[src/rtl/vig_pkg.sv]
package vig_pkg;
    localparam int NTYPE  = 12;
    localparam int TYPE_W = 4;

    typedef enum logic [TYPE_W-1:0] {
        U_IMM     = 4'd0,
        U_ALU     = 4'd1,
        U_SIMDALU = 4'd2,
        U_SIMDMUL = 4'd3,
        U_LDST    = 4'd4,
        U_CACHEOP = 4'd5,
        U_SHIFT   = 4'd6,
        U_BRANCH  = 4'd7,
        U_FPADD   = 4'd8,
        U_MUL     = 4'd9,
        U_FPCMP   = 4'd10,
        U_FPITER  = 4'd11
    } unit_e;

    typedef enum logic [1:0] {
        ERR_NONE     = 2'd0,
        ERR_RECOVERY = 2'd1,
        ERR_WBFULL   = 2'd2,
        ERR_BADTYPE  = 2'd3
    } err_e;
endpackage

[src/rtl/vig_slot_decode.sv]
module vig_slot_decode #(
    parameter int NTYPE = 12,
    parameter int TW = 4,
    parameter int LW = 5,
    parameter logic [NTYPE*LW-1:0] LAT_TAB = '0
) (
    input  logic          vld,
    input  logic [TW-1:0] code,
    output logic          ok,
    output logic          bad,
    output logic [LW-1:0] lat
);
    logic legal;

    always_comb begin
        legal = (int'(code) < NTYPE);
        ok    = vld && legal;
        bad   = vld && !legal;
        lat   = '0;
        if (legal) begin
            lat = LAT_TAB[int'(code)*LW +: LW];
        end
    end
endmodule

[src/rtl/vig_recovery_trk.sv]
module vig_recovery_trk #(
    parameter int NSLOT = 5,
    parameter int NTYPE = 12,
    parameter int TW = 4,
    parameter int RW = 5,
    parameter logic [NTYPE*RW-1:0] REC_TAB = '0
) (
    input  logic                      clk,
    input  logic                      rst,
    input  logic [NSLOT-1:0]          slot_ok,
    input  logic [NSLOT-1:0][TW-1:0]  slot_code,
    input  logic                      commit,
    output logic                      conflict,
    output logic [NTYPE-1:0]          ready
);
    localparam int CNTW = $clog2(NSLOT + 1);

    typedef struct packed {
        logic [NTYPE-1:0][RW-1:0] busy;
    } rec_state_t;

    rec_state_t s_d, s_q;
    logic [NTYPE-1:0][CNTW-1:0] use_cnt;

    function automatic int rec_of(int t);
        return int'(REC_TAB[t*RW +: RW]);
    endfunction

    always_comb begin
        conflict = 1'b0;
        for (int t = 0; t < NTYPE; t++) begin
            use_cnt[t] = '0;
            for (int s = 0; s < NSLOT; s++) begin
                if (slot_ok[s] && (int'(slot_code[s]) == t)) begin
                    use_cnt[t] = use_cnt[t] + CNTW'(1);
                end
            end
            if ((use_cnt[t] != '0) && (s_q.busy[t] != '0)) begin
                conflict = 1'b1;
            end
            if ((rec_of(t) > 1) && (int'(use_cnt[t]) > 1)) begin
                conflict = 1'b1;
            end
        end
    end

    always_comb begin
        s_d = s_q;
        for (int t = 0; t < NTYPE; t++) begin
            if (s_q.busy[t] != '0) begin
                s_d.busy[t] = s_q.busy[t] - RW'(1);
            end
            if (commit && (use_cnt[t] != '0) && (rec_of(t) > 1)) begin
                s_d.busy[t] = RW'(rec_of(t) - 1);
            end
        end
    end

    always_ff @(posedge clk) begin
        if (rst) begin
            s_q <= '0;
        end else begin
            s_q <= s_d;
        end
    end

    for (genvar g = 0; g < NTYPE; g++) begin : g_ready
        assign ready[g] = (s_q.busy[g] == '0);
    end
endmodule

[src/rtl/vig_wb_trk.sv]
module vig_wb_trk #(
    parameter int NSLOT = 5,
    parameter int LW = 5,
    parameter int MAXLAT = 17,
    parameter int WB_MAX = 5,
    parameter int CW = 3
) (
    input  logic                      clk,
    input  logic                      rst,
    input  logic [NSLOT-1:0]          slot_ok,
    input  logic [NSLOT-1:0][LW-1:0]  slot_lat,
    input  logic                      commit,
    output logic                      overflow,
    output logic [CW-1:0]             land_cnt
);
    localparam int AW = $clog2(NSLOT + 1);

    typedef struct packed {
        logic [MAXLAT:0][CW-1:0] slot;
    } wb_state_t;

    wb_state_t s_d, s_q;
    logic [MAXLAT:0][AW-1:0] add;

    always_comb begin
        overflow = 1'b0;
        for (int k = 0; k <= MAXLAT; k++) begin
            add[k] = '0;
            for (int s = 0; s < NSLOT; s++) begin
                if (slot_ok[s] && (int'(slot_lat[s]) == k)) begin
                    add[k] = add[k] + AW'(1);
                end
            end
            if ((int'(s_q.slot[k]) + int'(add[k])) > WB_MAX) begin
                overflow = 1'b1;
            end
        end
    end

    always_comb begin
        s_d = s_q;
        for (int j = 0; j < MAXLAT; j++) begin
            s_d.slot[j] = s_q.slot[j+1];
            if (commit) begin
                s_d.slot[j] = s_q.slot[j+1] + CW'(add[j+1]);
            end
        end
        s_d.slot[MAXLAT] = '0;
    end

    always_ff @(posedge clk) begin
        if (rst) begin
            s_q <= '0;
        end else begin
            s_q <= s_d;
        end
    end

    assign land_cnt = s_q.slot[0];
endmodule

[src/rtl/vliw_issue_guard.sv]
module vliw_issue_guard
    import vig_pkg::*;
#(
    parameter int NSLOT       = 5,
    parameter int WB_MAX      = 5,
    parameter int LAT_ALU     = 1,
    parameter int LAT_SIMDALU = 2,
    parameter int LAT_SIMDMUL = 3,
    parameter int LAT_LDST    = 3,
    parameter int LAT_CACHEOP = 3,
    parameter int LAT_SHIFT   = 1,
    parameter int LAT_BRANCH  = 3,
    parameter int LAT_MUL     = 3,
    parameter int LAT_FPCMP   = 1,
    parameter int LAT_FPITER  = 17,
    parameter int REC_FPITER  = 17
) (
    input  logic                            clk,
    input  logic                            rst,
    input  logic [NSLOT-1:0]                slot_vld,
    input  logic [NSLOT*TYPE_W-1:0]         slot_type,
    output logic                            grp_accept,
    output logic                            grp_error,
    output logic [1:0]                      err_code,
    output logic [NTYPE-1:0]                unit_ready,
    output logic [$clog2(WB_MAX+1)-1:0]     wb_land_cnt
);
    localparam int LAT_IMM   = 1;
    localparam int LAT_FPADD = 3;

    function automatic int imax(int a, int b);
        return (a > b) ? a : b;
    endfunction

    localparam int MAXLAT = imax(imax(imax(imax(LAT_IMM, LAT_ALU), imax(LAT_SIMDALU, LAT_SIMDMUL)),
                                      imax(imax(LAT_LDST, LAT_CACHEOP), imax(LAT_SHIFT, LAT_BRANCH))),
                                 imax(imax(LAT_FPADD, LAT_MUL), imax(LAT_FPCMP, LAT_FPITER)));
    localparam int LW = $clog2(MAXLAT + 1);
    localparam int RW = $clog2(imax(REC_FPITER, 1) + 1);
    localparam int CW = $clog2(WB_MAX + 1);

    localparam logic [NTYPE*LW-1:0] LAT_TAB = {
        LW'(LAT_FPITER), LW'(LAT_FPCMP), LW'(LAT_MUL), LW'(LAT_FPADD),
        LW'(LAT_BRANCH), LW'(LAT_SHIFT), LW'(LAT_CACHEOP), LW'(LAT_LDST),
        LW'(LAT_SIMDMUL), LW'(LAT_SIMDALU), LW'(LAT_ALU), LW'(LAT_IMM)
    };
    localparam logic [NTYPE*RW-1:0] REC_TAB = {RW'(REC_FPITER), {(NTYPE-1){RW'(1)}}};

    typedef struct packed {
        logic       accept;
        logic       error;
        logic [1:0] code;
    } out_t;

    out_t o_d, o_q;

    logic [NSLOT-1:0]             slot_ok;
    logic [NSLOT-1:0]             slot_bad;
    logic [NSLOT-1:0][LW-1:0]     slot_lat;
    logic [NSLOT-1:0][TYPE_W-1:0] slot_code;
    logic                         conflict;
    logic                         overflow;
    logic                         commit;

    for (genvar s = 0; s < NSLOT; s++) begin : g_slot
        assign slot_code[s] = slot_type[s*TYPE_W +: TYPE_W];
        vig_slot_decode #(
            .NTYPE(NTYPE), .TW(TYPE_W), .LW(LW), .LAT_TAB(LAT_TAB)
        ) u_dec (
            .vld  (slot_vld[s]),
            .code (slot_code[s]),
            .ok   (slot_ok[s]),
            .bad  (slot_bad[s]),
            .lat  (slot_lat[s])
        );
    end

    vig_recovery_trk #(
        .NSLOT(NSLOT), .NTYPE(NTYPE), .TW(TYPE_W), .RW(RW), .REC_TAB(REC_TAB)
    ) u_rec (
        .clk       (clk),
        .rst       (rst),
        .slot_ok   (slot_ok),
        .slot_code (slot_code),
        .commit    (commit),
        .conflict  (conflict),
        .ready     (unit_ready)
    );

    vig_wb_trk #(
        .NSLOT(NSLOT), .LW(LW), .MAXLAT(MAXLAT), .WB_MAX(WB_MAX), .CW(CW)
    ) u_wb (
        .clk      (clk),
        .rst      (rst),
        .slot_ok  (slot_ok),
        .slot_lat (slot_lat),
        .commit   (commit),
        .overflow (overflow),
        .land_cnt (wb_land_cnt)
    );

    always_comb begin
        logic any_vld;
        logic any_bad;
        any_vld  = |slot_vld;
        any_bad  = |slot_bad;
        commit   = any_vld && !any_bad && !conflict && !overflow;
        o_d      = '0;
        o_d.accept = commit;
        o_d.error  = any_vld && !commit;
        if (o_d.error) begin
            if (any_bad) begin
                o_d.code = ERR_BADTYPE;
            end else if (conflict) begin
                o_d.code = ERR_RECOVERY;
            end else begin
                o_d.code = ERR_WBFULL;
            end
        end
    end

    always_ff @(posedge clk) begin
        if (rst) begin
            o_q <= '0;
        end else begin
            o_q <= o_d;
        end
    end

    assign grp_accept = o_q.accept;
    assign grp_error  = o_q.error;
    assign err_code   = o_q.code;
endmodule

[config.mk]
export PLATFORM = sky130hd
export DESIGN_NAME = vliw_issue_guard
export DESIGN_NICKNAME = d
export VERILOG_FILES = /design/src/rtl/vig_pkg.sv /design/src/rtl/vig_slot_decode.sv /design/src/rtl/vig_recovery_trk.sv /design/src/rtl/vig_wb_trk.sv /design/src/rtl/vliw_issue_guard.sv
export SDC_FILE = /design/constraint.sdc
export NUM_CORES = 1
export LEC_CHECK = 0
export ABC_AREA = 1
export BUFFER_PORTS_ARGS = -buffer_cell sky130_fd_sc_hd__buf_2
export CORE_UTILIZATION = 60
export CTS_CLUSTER_DIAMETER = 50
export DETAILED_ROUTE_END_ITERATION = 10
export GPL_TIMING_DRIVEN = 0
export PLACE_DENSITY = 0.78
export SYNTH_ARGS = -nofsm -noshare
export SYNTH_HDL_FRONTEND = slang
export SYNTH_SLANG_ARGS = --single-unit
[constraint.sdc]
create_clock -name clk -period 6.9 [get_ports clk]
set_input_delay 1.725 -clock clk [delete_from_list [all_inputs] [get_ports clk]]
set_output_delay 1.725 -clock clk [all_outputs]
set_load 0.005 [all_outputs]
---- Word-level counts from Yosys, hierarchy flattened ----
Index checks and enable logic that the tools add are counted.
word-level totals
  input bits .............................. 27
  flip-flop bits (word level) ............. 115
operators by class
  multipliers ............................. 5
  shift operators ......................... 5
  mux-type cells .......................... 207
  equality and inequality tests ........... 140
  magnitude comparators ................... 24
  bitwise operators ....................... 1
  add/subtract/negate cells ............... 167
  reductions and logical operators ........ 237
operators by type and width
  cell                                                                            number
  32-bit by 4-bit > comparator with 1-bit output (second input constant)          18
  3-bit 2-to-1 mux                                                                137
  60-bit by 32-bit variable part select with 5-bit output (first input constant)  5
  3-bit by 1-bit adder with 3-bit output (second input constant)                  90
  5-bit equality test (second input constant)                                     50
  1-bit logical AND                                                               177
  4-bit equality test (second input constant)                                     40
  5-bit by 4-bit equality test with 1-bit output (second input constant)          20
  5-bit logical NOT                                                               17
  3-bit by 3-bit adder with 4-bit output                                          17
  1-bit 2-to-1 mux                                                                61
  1-bit by 1-bit adder with 2-bit output (second input constant)                  30
  5-bit nonzero test                                                              12
  5-bit by 1-bit subtractor with 5-bit output (second input constant)             12
  5-bit by 3-bit equality test with 1-bit output (second input constant)          10
  3-bit adder                                                                     16
  4-bit by 3-bit equality test with 1-bit output (second input constant)          10
  3-bit nonzero test                                                              12
  4-bit by 3-bit multiplier with 7-bit output (second input constant)             5
  5-bit 2-to-1 mux                                                                7
  5-bit by 2-bit equality test with 1-bit output (second input constant)          5
  4-bit by 2-bit equality test with 1-bit output (second input constant)          5
  4-bit logical NOT                                                               5
  4-bit < comparator (second input constant)                                      5
  9 further kinds                                                                 20

---- Depth between registers and ports, before layout ----
  word-level depth ........................ 40
  gate-level depth with buffers ........... 32
  gate-level depth less buffers ........... 31

---- Cells and area by module ----
A second synthesis with hierarchy kept.
second synthesis, totals
  cell total of the unflattened synthesis .. 2576
  area total of the unflattened synthesis .. 14685.3 um2
by module, submodules not included
  module            cells each  area each (um2)  times used  seq. area each (um2)
  vig_wb_trk        1438        8279.2           1           1021.0
  vig_recovery_trk  1001        5751.8           1           1201.2
  vig_slot_decode   22          95.1             5           0.0
  vliw_issue_guard  27          178.9            1           80.1

---- Worst setup path before layout ----
OpenSTA, ideal clock, no wires.
  path kind ............................... in2reg
  start point ............................. in slot_type[6]
  end point ............................... reg u_wb.s_q[6] (netlist bit)
  data arrival time ....................... 5604 ps
  stages .................................. 26
  slack ................................... 1182 ps
  setup time .............................. 114 ps
  path buffers ............................ 1
  path through ............................ inv_1 -> nor2_1 -> nand2_1 -> inv_1 -> nor3_1 -> inv_1 -> nor2_1 -> ha_1 -> or2_2 -> nand2_1 -> inv_1 -> ha_1 -> mux2_2 -> ha_1 -> mux2_2 -> fa_1 -> xor2_1 -> nand2_1 -> nand4_1 -> nor3b_1 -> nand2_1 -> nor2_1 -> nand3_2 -> buf_6 -> nand3_1 -> nand2_1
on the way
  longest elaborated chain between the ends .. 35
RTL lines
  what                                                     RTL line                 text
  start, declared                                          vliw_issue_guard.sv:21   input logic [NSLOT*TYPE_W-1:0] slot_type,
  4-bit by 3-bit multiplier with 7-bit output              vig_slot_decode.sv:21    lat = LAT_TAB[int'(code)*LW +: LW];
  60-bit by 32-bit variable part select with 5-bit output  vig_slot_decode.sv:21
  5-bit 2-to-1 mux                                         vig_slot_decode.sv:20    if (legal) begin
  5-bit logical NOT                                        vig_wb_trk.sv:30         if (slot_ok[s] && (int'(slot_lat[s]) == k)) begin
  1-bit logical AND                                        vig_wb_trk.sv:30
  3-bit 2-to-1 mux                                         vig_wb_trk.sv:30
  3-bit by 1-bit adder with 3-bit output                   vig_wb_trk.sv:31         add[k] = add[k] + AW'(1);
  3-bit 2-to-1 mux                                         vig_wb_trk.sv:30
  [2 not listed]                                           --
  3-bit by 1-bit adder with 3-bit output                   vig_wb_trk.sv:31
  3-bit 2-to-1 mux                                         vig_wb_trk.sv:30
  3-bit by 3-bit adder with 4-bit output                   vig_wb_trk.sv:34         if ((int'(s_q.slot[k]) + int'(add[k])) > WB_MAX) begin
  32-bit by 4-bit > comparator with 1-bit output           vig_wb_trk.sv:34
  1-bit 2-to-1 mux (18 in a row)                           vig_wb_trk.sv:34
  1-bit logical NOT                                        vliw_issue_guard.sv:107  commit = any_vld && !any_bad && !conflict && !overflow;
  1-bit logical AND                                        vliw_issue_guard.sv:107
  3-bit 2-to-1 mux (*)                                     vig_wb_trk.sv:44         if (commit) begin
  end signal, assigned                                     vig_wb_trk.sv:53         s_q <= '0;
  end signal, assigned                                     vig_wb_trk.sv:55         s_q <= s_d;
  end, declared                                            vig_wb_trk.sv:22         wb_state_t s_d, s_q;
Every way passes the cells marked *; elsewhere a longest branch is shown, timed or not.
A chain may end at the register's enable or synchronous reset.

---- Worst setup path after layout ----
  start point ............................. in slot_type[6]
  end point ............................... reg u_wb.s_q, in the netlist u_wb.land_cnt[0]
The elaborated chain is that of the path after synthesis.

==> run_results.csv <==
group,metric,value,unit
outcome,status,"finished clean",
cells_and_area,final_nets,1691,
setup_path,endpoint_kind,"flip-flop",
floorplan,die_x,126,um
clock_network,insertion_delay,0.41,ns
setup_path,critPathRequiredTime,7.20,ns
synthesis,synth_edf_count,0,
global_routing,grt_start_max_net_pins,17,
synthesis,yosysWarnings,0,
clock_network,clk_pin_slew_worst_paths,0.05,ns
run,maxCapViolCount,0,
sta,period_share,0.892,
sta,relSlewSlack,0.192,
min_path,hold_class,"flip-flop to flip-flop",
setup_path,arrival,6.46,ns
clock_network,h-tree-depth,4,
synthesis,synthMostInstantiatedCell,"nand2_1",
synthesis,ys_seq_elements,115,
cells_and_area,fillers,1367,
setup_path,r2r-end,"u_wb.land_cnt[0]",
cells_and_area,area_growth,11.9,%
pwr,ir_drop,231,uV
detailed_routing,drtIter0Drc,542,
pwr,power.share.clock,0.334,
setup_path,crit_family,"simple AND/OR/NAND/NOR gates",
clock_network,ctsResizeCount,0,
floorplan,die-area,16000,um^2
pwr,intPower,0.00180,W
synthesis,syn_avg_cell_area,6.19,um^2
synthesis,ys_seq_area_frac,0.248,
cells_and_area,drive_above_1_share,0.0856,
setup_path,crit_slowest_cell,"fa_1",
floorplan,die_height,126,um
setup_path,worstReg2RegStart,"u_wb.s_q[3]",
clock_network,clockBufferDepth,2,
sta,clock_skew,0.00434,ns
sta,finalHoldViolations,0,
sta,rsz0062_at_grt,"false",
detailed_routing,vias,9027,
detailed_routing,firstDrtPassIters,5,
synthesis,synth_ff_type,"dfxtp_1",
pwr,combPwrFrac,0.350,
clock_network,root_buffer,"clkbuf_16",
synthesis,synthCells,1497,
clock_network,cts_made_buffers,17,
clock_network,cts_tree,"yes",
sta,tightestPinTransition,1.18,ns
setup_path,cp_max_fo,10,
setup_path,cpPeakStageDelay,0.41,ns
setup_path,crit_start,"slot_type[6]",
cells_and_area,diodes,0,
sta,final.setup.tns,0,ns
floorplan,start_util,0.612,
setup_path,crit_buf_inv,6,
detailed_routing,post_drt_wl_per_cell,12.0,um
setup_path,cp.depth,27,
sta,min_period,6.15,ns
sta,slew_violations,0,
setup_path,r2r_cells,13,
setup_path,criticalPathCategory,"primary input to flip-flop",
pwr,switching_share,0.358,
pwr,p_switching,0.00100,W
synthesis,syn_area,9270,um^2
clock_network,cts_setup_buffers,0,
setup_path,endpoint,"u_wb.land_cnt[0]",
placement,numPortBuffers,43,
placement,hpwl,16800,um
min_path,hold_start,"u_wb.s_q[12]",
global_routing,grt_first_pass_wirelength,36800,um
floorplan,rows,45,
synthesis,synth_commonest_cells,"369 x nand2_1, 306 x inv_1, 194 x nor2_1, 137 x nand3_1, 115 x dfxtp_1",
global_routing,grt_pass1_vias,8461,
synthesis,synth_cell_types,41,
pwr,p_per_area,270,nW/um^2
global_routing,grtUsageTotal,0.283,
clock_network,cts_num_sinks,115,
floorplan,ios,46,
detailed_routing,drc,0,
sta,fmax,163,MHz
clock_network,ctsHoldBuffers,0,
sta,setup_violations,0,
detailed_routing,ant_nets,0,
pwr,power,0.00280,W
pwr,seqPwrFrac,0.316,
detailed_routing,wl,21300,um
setup_path,crit_path_frequent_cell,"nand2_1",
detailed_routing,vias_per_cell,5.11,
setup_path,ff2ff_setup_slack,4.17,ns
floorplan,core_area,15100,um^2
synthesis,synthTopCellsByArea,"dfxtp_1 25%, nand2_1 15%, ha_1 13%",
synthesis,async_flop_share,0,
setup_path,startpoint_type,"primary input",
pwr,power_leakage,5.63,nW
synthesis,yosysTopAreaCellShare,0.248,
global_routing,grt-ovfl-total,0,
synthesis,synth_top_area_cell,"dfxtp_1",
global_routing,antenna_found_initial,0,
placement,place.gp.congestion,0.964,
[cells by family (layout without fill, tap and decap cells)]
family,Yosys count,count (layout),synth area share
other,1,6,0.000404
adder cells (fa/ha/maj),100,100,0.139
flip-flops,115,115,0.248
AO/OA/AOI/OAI,76,76,0.0438
multiplexers,2,2,0.00243
AND/OR/NAND/NOR,818,818,0.385
XOR/XNOR,40,40,0.0378
buffers and inverters,345,420,0.143
[flip-flops by register name (all words and copies together) (netlist names)]
register	count
u_wb.land_cnt	3
u_rec.s_q	60
err_code	2
u_wb.s_q	48
grp_error	1
grp_accept	1
[stage by stage]
| stage | worst slack, ns | util | instances | hold WS (ns) | area, um^2 |
|---|---|---|---|---|---|
| 2_1_floorplan | 1.18 | - | 1502 | 0.388 | 9290 |
| 3_3_place_gp | 0.490 | 0.643 | 1733 | 0.391 | 9740 |
| 3_5_place_dp | 0.446 | 0.643 | 1733 | 0.397 | 9740 |
| 4_1_cts | 0.826 | 0.685 | 1765 | 0.405 | 10400 |
| 5_1_grt | 0.481 | 0.685 | 1765 | 0.421 | 10400 |
| 6_report | 0.747 | 0.685 | 1765 | 0.402 | 10400 |
[per-layer routing]
metal / vias up / wire length [um] / global-route usage
li1: 4752 / - / -
met2: 192 / 10500 / 0.520
met4: 0 / 502 / 0.0992
met3: 42 / 955 / 0.0477
met1: 4041 / 9350 / 0.332
met5: - / 0 / 0
[worst register-to-register path, cell delays in order, from the launching register on]
cell	delay [ns]
dfxtp_1	0.34
ha_1	0.17
inv_1	0.05
fa_1	0.37
xnor2_1	0.17
inv_1	0.06
nor2_1	0.04
nor3b_1	0.31
nand4_1	0.15
nor2_1	0.36
nand3_2	0.21
buf_6	0.24
nand3_1	0.07
nand2_1	0.07
[final cells by class]
cell class / count / area [um^2] / area share
multi-input cells: 1042 / 5660 / 0.545
flip-flops and latches: 115 / 2300 / 0.222
inverters: 319 / 1200 / 0.115
clock buffers: 20 / 457 / 0.0440
well taps: 188 / 235 / 0.0227
repair buffers: 43 / 215 / 0.0207
clock inverters: 12 / 180 / 0.0174
plain buffers: 26 / 131 / 0.0127
[placed cells by master (no fill, tap or decap), types with 13 or more instances in the layout]
cell type	instances
nand4_1	30
nand3_1	137
xnor2_1	17
nand2_1	369
dfxtp_1	115
nor3_1	34
or2_2	14
a21oi_1	32
inv_2	13
xor2_1	23
buf_2	46
clkbuf_16	17
nor2_1	194
inv_1	306
clkbuf_1	16
o21ai_0	34
ha_1	95
[worst min-delay path by stage]
| stage | to | depth (start not counted) | slack (ns) |
|---|---|---|---|
| 4_1_cts | u_wb.s_q[15] | 2 | 0.41 |
| 3_5_place_dp | u_wb.s_q[15] | 2 | 0.40 |
| 2_1_floorplan | u_wb.s_q[12] | 2 | 0.39 |
| 5_1_grt | u_wb.s_q[42] | 2 | 0.42 |
| 3_3_place_gp | u_wb.s_q[9] | 2 | 0.39 |
| 6_report | u_wb.s_q[9] | 2 | 0.40 |
[power by group through the flow]
stage          combinational, W  sequential, W  clock [W]
6_report               0.000979       0.000884   0.000936
5_1_grt                 0.00113       0.000899   0.000976
4_1_cts                0.000986       0.000884   0.000943
3_5_place_dp           0.000968       0.000893          0
3_3_place_gp           0.000943       0.000889          0
2_1_floorplan          0.000725       0.000878          0
No activity file was read; power rests on OpenSTA's default activity.
